File: src/rtl/ecc_err_pkg.sv
package ecc_err_pkg;

  localparam int NCLASS = 4;

  typedef enum logic [1:0] {
    CLS_SINGLE = 2'd0,
    CLS_MULTI  = 2'd1,
    CLS_STROBE = 2'd2,
    CLS_ACCESS = 2'd3
  } err_class_e;

  localparam int REG_CTRL   = 0;
  localparam int REG_FLAGS  = 1;
  localparam int REG_RECMSK = 2;
  localparam int REG_SIGMSK = 3;
  localparam int REG_COUNT  = 4;

  function automatic int flag_index(input int cls, input int bank, input int nbank);
    return cls * nbank + bank;
  endfunction

endpackage

File: src/rtl/ecc_evt_gather.sv
module ecc_evt_gather
  import ecc_err_pkg::*;
#(
  parameter int NBANK = 4,
  localparam int NFLAG = NCLASS * NBANK
) (
  input  logic [NBANK-1:0] ev_single,
  input  logic [NBANK-1:0] ev_multi,
  input  logic [NBANK-1:0] ev_strobe,
  input  logic [NBANK-1:0] ev_access,
  output logic [NFLAG-1:0] evt_vec
);

  logic [NBANK-1:0] per_class [NCLASS];

  assign per_class[CLS_SINGLE] = ev_single;
  assign per_class[CLS_MULTI]  = ev_multi;
  assign per_class[CLS_STROBE] = ev_strobe;
  assign per_class[CLS_ACCESS] = ev_access;

  for (genvar c = 0; c < NCLASS; c++) begin : g_cls
    for (genvar b = 0; b < NBANK; b++) begin : g_bank
      assign evt_vec[flag_index(c, b, NBANK)] = per_class[c][b];
    end
  end

endmodule

File: src/rtl/ecc_reg_port.sv
module ecc_reg_port
  import ecc_err_pkg::*;
#(
  parameter int NFLAG  = 16,
  parameter int ADDR_W = 3,
  parameter int DATA_W = 32
) (
  input  logic              clk,
  input  logic              rst_n,
  input  logic              bus_we,
  input  logic [ADDR_W-1:0] bus_addr,
  input  logic [DATA_W-1:0] bus_wdata,
  input  logic [NFLAG-1:0]  flags,
  output logic              ecc_en,
  output logic [NFLAG-1:0]  rec_msk,
  output logic [NFLAG-1:0]  sig_msk,
  output logic [NFLAG-1:0]  flag_clr,
  output logic [DATA_W-1:0] bus_rdata
);

  localparam int PAD_W = DATA_W - NFLAG;

  logic [REG_COUNT-1:0] sel;
  logic                 unused_hi;

  for (genvar r = 0; r < REG_COUNT; r++) begin : g_sel
    assign sel[r] = (bus_addr == ADDR_W'(r));
  end

  assign unused_hi = ^bus_wdata[DATA_W-1:NFLAG];

  always_ff @(posedge clk) begin
    if (!rst_n) begin
      ecc_en  <= 1'b0;
      rec_msk <= '0;
      sig_msk <= '0;
    end else if (bus_we) begin
      if (sel[REG_CTRL])   ecc_en  <= bus_wdata[0];
      if (sel[REG_RECMSK]) rec_msk <= bus_wdata[NFLAG-1:0];
      if (sel[REG_SIGMSK]) sig_msk <= bus_wdata[NFLAG-1:0];
    end
  end

  assign flag_clr = (bus_we && sel[REG_FLAGS]) ? bus_wdata[NFLAG-1:0] : '0;

  always_comb begin
    bus_rdata = '0;
    unique case (1'b1)
      sel[REG_CTRL]:   bus_rdata = {{(DATA_W-1){1'b0}}, ecc_en};
      sel[REG_FLAGS]:  bus_rdata = {{PAD_W{1'b0}}, flags};
      sel[REG_RECMSK]: bus_rdata = {{PAD_W{1'b0}}, rec_msk};
      sel[REG_SIGMSK]: bus_rdata = {{PAD_W{1'b0}}, sig_msk};
      default:         bus_rdata = '0;
    endcase
  end

endmodule

File: src/rtl/ecc_flag_bank.sv
module ecc_flag_bank #(
  parameter int NFLAG = 16
) (
  input  logic             clk,
  input  logic             rst_n,
  input  logic             ecc_en,
  input  logic [NFLAG-1:0] evt_vec,
  input  logic [NFLAG-1:0] rec_msk,
  input  logic [NFLAG-1:0] flag_clr,
  output logic [NFLAG-1:0] flags
);

  for (genvar i = 0; i < NFLAG; i++) begin : g_flag
    logic arm;
    assign arm = ecc_en & rec_msk[i] & evt_vec[i];
    always_ff @(posedge clk) begin
      if (!rst_n)           flags[i] <= 1'b0;
      else if (arm)         flags[i] <= 1'b1;
      else if (flag_clr[i]) flags[i] <= 1'b0;
    end
  end

endmodule

File: src/rtl/ecc_irq_gen.sv
module ecc_irq_gen #(
  parameter int NFLAG = 16
) (
  input  logic             clk,
  input  logic             rst_n,
  input  logic [NFLAG-1:0] flags,
  input  logic [NFLAG-1:0] sig_msk,
  output logic             irq
);

  logic pending;
  assign pending = |(flags & sig_msk);

  always_ff @(posedge clk) begin
    if (!rst_n) irq <= 1'b0;
    else        irq <= pending;
  end

endmodule

File: src/rtl/ecc_err_ctrl.sv
module ecc_err_ctrl
  import ecc_err_pkg::*;
#(
  parameter int NBANK  = 4,
  parameter int ADDR_W = 3,
  parameter int DATA_W = 32,
  localparam int NFLAG = NCLASS * NBANK
) (
  input  logic              clk,
  input  logic              rst_n,
  input  logic [NBANK-1:0]  ev_single,
  input  logic [NBANK-1:0]  ev_multi,
  input  logic [NBANK-1:0]  ev_strobe,
  input  logic [NBANK-1:0]  ev_access,
  input  logic              bus_we,
  input  logic [ADDR_W-1:0] bus_addr,
  input  logic [DATA_W-1:0] bus_wdata,
  output logic [DATA_W-1:0] bus_rdata,
  output logic              irq
);

  logic [NFLAG-1:0] evt_vec;
  logic [NFLAG-1:0] flags_q;
  logic [NFLAG-1:0] rec_msk_q;
  logic [NFLAG-1:0] sig_msk_q;
  logic [NFLAG-1:0] flag_clr;
  logic             ecc_en_q;

  ecc_evt_gather #(.NBANK(NBANK)) gather_i (
    .ev_single (ev_single),
    .ev_multi  (ev_multi),
    .ev_strobe (ev_strobe),
    .ev_access (ev_access),
    .evt_vec   (evt_vec)
  );

  ecc_reg_port #(.NFLAG(NFLAG), .ADDR_W(ADDR_W), .DATA_W(DATA_W)) regs_i (
    .clk       (clk),
    .rst_n     (rst_n),
    .bus_we    (bus_we),
    .bus_addr  (bus_addr),
    .bus_wdata (bus_wdata),
    .flags     (flags_q),
    .ecc_en    (ecc_en_q),
    .rec_msk   (rec_msk_q),
    .sig_msk   (sig_msk_q),
    .flag_clr  (flag_clr),
    .bus_rdata (bus_rdata)
  );

  ecc_flag_bank #(.NFLAG(NFLAG)) flags_i (
    .clk      (clk),
    .rst_n    (rst_n),
    .ecc_en   (ecc_en_q),
    .evt_vec  (evt_vec),
    .rec_msk  (rec_msk_q),
    .flag_clr (flag_clr),
    .flags    (flags_q)
  );

  ecc_irq_gen #(.NFLAG(NFLAG)) irq_i (
    .clk     (clk),
    .rst_n   (rst_n),
    .flags   (flags_q),
    .sig_msk (sig_msk_q),
    .irq     (irq)
  );

endmodule

File: config.mk
export PLATFORM = sky130hd
export DESIGN_NAME = ecc_err_ctrl
export DESIGN_NICKNAME = d
export VERILOG_FILES = /design/src/rtl/ecc_err_pkg.sv /design/src/rtl/ecc_evt_gather.sv /design/src/rtl/ecc_reg_port.sv /design/src/rtl/ecc_flag_bank.sv /design/src/rtl/ecc_irq_gen.sv /design/src/rtl/ecc_err_ctrl.sv
export SDC_FILE = /design/constraint.sdc
export NUM_CORES = 1
export LEC_CHECK = 0
export ABC_AREA = 1
export ABC_CLOCK_PERIOD_IN_PS = 1280
export BUFFER_PORTS_ARGS = -buffer_cell sky130_fd_sc_hd__buf_2
export CORE_MARGIN = 2
export CORE_UTILIZATION = 53
export DETAILED_ROUTE_END_ITERATION = 10
export GPL_TIMING_DRIVEN = 0
export PLACE_DENSITY = 0.81
export SYNTH_ARGS = -nofsm -noshare
export SYNTH_HDL_FRONTEND = slang
export SYNTH_HIERARCHICAL = 1
export SYNTH_SLANG_ARGS = --single-unit
File: constraint.sdc
create_clock -name clk -period 1.28 [get_ports clk]
set_input_delay 0.128 -clock clk [delete_from_list [all_inputs] [get_ports clk]]
set_output_delay 0.128 -clock clk [all_outputs]
set_load 0.03 [all_outputs]
# Word-level counts from Yosys, hierarchy flattened
# Cells that the tools add are included.
# op_classes
n_eq_ne	3
n_mux	34
bitwise	33
reduce_logical	22
# op_table
operator	n
$pmux 16 s4	1
$and 1x1->1	32
$mux 1	32
$reduce_bool 2->1	16
$and 16x16->16	1
$mux 16	1
$reduce_or 16->1	1
$eq 3x2->1 const B	2
$reduce_and 2->1	3
$eq 3x1->1 const B	1
$logic_not 3->1	1
$logic_and 1x1->1	1
# word_totals
reg_bits	50
out_inout_bits	33
wordCells	112

# Depth between registers and ports, before layout
# depth
word_depth	5
ltp_mapped	9

# Cells and area by module
# The synthesis kept the hierarchy.
# modules_own_cells
mod	instances	cells_per_inst	area_per_inst_um2	seq_area_each_um2
ecc_reg_port	1	377	2145.8	660.6
ecc_flag_bank	1	84	734.5	320.3
ecc_irq_gen	1	34	143.9	20.0
ecc_evt_gather	1	16	120.1	0.0

# Worst setup path before layout
# OpenSTA, ideal clock, no wires.
# synth_timing
kind	input port to output port
start	input port bus_addr[2]
end	output port bus_rdata[10]
arrival_ns	0.988
t_required_ns	1.152
path_slack_ns	0.164
path_stages	6
n_path_buf	1
path_cell_list	inv_1 nand2_1 nor2_2 buf_2 nand2_1 nand3_1
# synth_between
elab_chain_cells	2
word_cells_on_any_way	5
# synth_lines
element	line	source
from (decl)	ecc_err_ctrl.sv:16	input logic [ADDR_W-1:0] bus_addr,
$eq 3x2->1, or another cell as far along	ecc_reg_port.sv:27	assign sel[r] = (bus_addr == ADDR_W'(r));
$pmux 16 s4 *	ecc_reg_port.sv:48	unique case (1'b1)
to (decl)	ecc_err_ctrl.sv:18	output logic [DATA_W-1:0] bus_rdata,
# Every way passes the cells marked *; elsewhere a longest branch is shown, timed or not.

# Worst setup path after layout
# layout_timing
start	input port bus_addr[0]
end	output port bus_rdata[0]
# The elaborated chain is that of the path after synthesis.

==> results.cfg <==
[clock_network]
clk_pin_slew_worst_paths_ps = 90
cts_made_buffers = 5
cts_tree = done
clock_latency_ps = 310
cts_sinks = 50
clockBufferDepth = 2
cts_root_buf = clkbuf_8
htreeDepth = 2

[detailed_routing]
routed_wirelength_mm = 8.110
wl_per_cell_microns = 12.48
firstDrtPassIters = 4
drt.antenna.violating_nets = 0
drt_iter0_markers = 291
route.detailed.drc = 0
dr_total_vias = 3071
vias_per_cell = 4.725

[timing]
fmax_mhz = 806.4
skew_ps = 7.013
relSlewSlack_pct = 58.48
slew_violations = 0
fin_crit_sh_pct = 96.89
worst_pin_slew_ps = 622.8
period_needed_ps = 1240
hold_violations = 0
setup_viol = 0

[logic_synthesis]
yosysSeqAreaShare_pct = 31.83
syn_avg_cell_area_sq_um = 6.153
yosysTopAreaCell = dfxtp_1
synth_area_sq_um = 3144
ys_types = 21
synth_common_cells = nand2_1 (156), inv_1 (101), nor2_1 (57)
yosys_most_used_dff = dfxtp_1
synth_edf_count = 0
ys.warnings.count = 6
async_flop_share_pct = 0
synth_top_cell_area_share_pct = 31.83
synth_most_common_cell = nand2_1
ys_top_cells_by_area = dfxtp_1 (32%), nand2_1 (19%), inv_1 (12%), buf_4 (7.9%), nor2_1 (6.8%)
ys_ff_latch = 50
netlist_instances = 511

[critical_path]
crit_fanout = 10
r2r_start = flags_i/flags[0]
r2r_slack_ps = 350
start_kind = primary input
r2r-end = irq_i/irq
critPathCaptureType = primary output
cp.arrival_ps = 1110
rr_worst_depth = 6
crit_type = primary input to primary output
cp.required_ps = 1150

[cells_and_area]
drive_above_1_share_pct = 22.61
diodes = 0
final_area_sq_um = 3767
area_growth_pct = 19.82
fill_cells = 566
final_nets = 628

[hold_path]
holdPathEnd = flags_i/flags[5]
hold_class = primary input to register
hold_depth = 3
worstHoldStart = ev_multi[1]

[place]
hpwl_mm = 5.649
port_buffers = 37
routabilityCongestion = 0.9333
place_area_sq_um = 3480

[floorplan]
initial_core_util_pct = 54.07
die_w_microns = 81.03
ios = 87
core_area_sq_um = 5816
die_h_microns = 81.03
fp-row-count = 28
die_area_sq_um = 6565

[power]
finalPower_w = 0.003173
max-vdd-ir-drop_v = 0.0004189
powerDensity_nw_per_um2 = 842.1
power_leakage_nw = 1.873

[grt]
grt_max_degree = 20
grt_pass1_wl_mm = 13.03
antenna_found_initial = 0
grt_pass1_vias = 2823
track_usage_pct = 26.08
grt-ovfl-total = 0

[flow_run]
drv_cap = 0

[run_status]
status = finished clean
==> layout make-up <==
cell class              count  area [sq um]  share of cell area, %
plain buffers              54         410.4                  10.89
clock buffers               6         82.58                  2.192
clock inverters             2         12.51                 0.3321
inverters                 102         385.4                  10.23
multi-input cells         319          1465                  38.89
flip-flops and latches     50          1002                  26.60
well taps                  75         93.84                  2.491
repair buffers             42         315.3                  8.369
==> logic make-up after synthesis <==
group,share of synthesized area (%)
simple gates,40.19
buf+inv,24.11
flops,31.83
compound gates,3.740
other cells,0.1193
==> through the flow <==
step                setup TNS [ps]  utilization, %  worst slack [ps]  instances  hold slack, ps
finish                           0           64.78             39.87        650           65.19
global route                -81.47           64.78            -19.61        650           58.46
CTS                              0           62.69             5.955        649           65.97
detailed placement           -5748           59.83            -284.2        638           397.2
global placement             -4760           59.83            -234.4        638           394.7
floorplan                        0               -             164.0        526           240.2
==> placed cells by master (no fill, tap or decap), types with 2 or more instances in the layout <==
cell | synthesis | final
nand3_1 | 40 | 40
a21oi_1 | 6 | 6
clkbuf_4 | 0 | 4
buf_2 | 11 | 25
nand2_2 | 1 | 2
inv_2 | 1 | 2
nor2_4 | 0 | 2
buf_1 | 5 | 5
buf_6 | 2 | 14
conb_1 | 1 | 16
nand3_2 | 11 | 11
nor2_1 | 57 | 55
inv_1 | 101 | 99
clkbuf_8 | 0 | 6
nand4_1 | 19 | 19
a21oi_2 | 10 | 10
buf_4 | 33 | 44
nand2_1 | 156 | 155
dfxtp_1 | 50 | 49
==> repair_timing <==
item | in CTS | in global routing
pin swaps | 2 | 1
resized for setup | 16 | 45
cloned | 0 | 1
setup endpoints to repair | 16 | 24
hold buffers | 0 | 0
setup buffers | 4 | 0
==> registers in the layout, indices dropped and copies added (netlist names) <==
register,cells
flags_i/flags,16
regs_i/rec_msk,16
regs_i/sig_msk,16
irq_i/irq,1
regs_i/ecc_en,1
==> power breakdown <==
part / total [W] / leakage [nW] / internal [W] / switching (W)
logic: 0.000574 / 1.42 / 0.000216 / 0.000358
clock network: 0.000974 / 0.0472 / 0.000435 / 0.000539
registers: 0.00162 / 0.406 / 0.00159 / 0.0000310
total: 0.00317 / 1.87 / 0.00224 / 0.000928
==> how the worst max path moves through the flow <==
stage	startpoint	endpoint	cells after the start
3_3_place_gp	bus_addr[2]	flags_i/flags[10]	10
2_1_floorplan	bus_addr[2]	bus_rdata[10]	6
4_1_cts	bus_addr[2]	bus_rdata[7]	8
3_5_place_dp	bus_addr[1]	bus_rdata[7]	7
5_1_grt	bus_addr[1]	bus_rdata[13]	7
6_report	bus_addr[0]	bus_rdata[0]	7
==> per-layer routing <==
metal	track usage, %	wire length (microns)
met4	11.36	153
met3	4.556	555
met1	31.98	3500
met2	44.79	3901
met5	0	0
==> worst max-delay path, cell delays in order <==
cell	delay [ps]
clkbuf_4	170
nand2_1	110
nor2_4	180
buf_6	170
nand2_1	60
nand4_1	100
clkbuf_4	200
No activity file was read; power rests on OpenSTA's default activity.
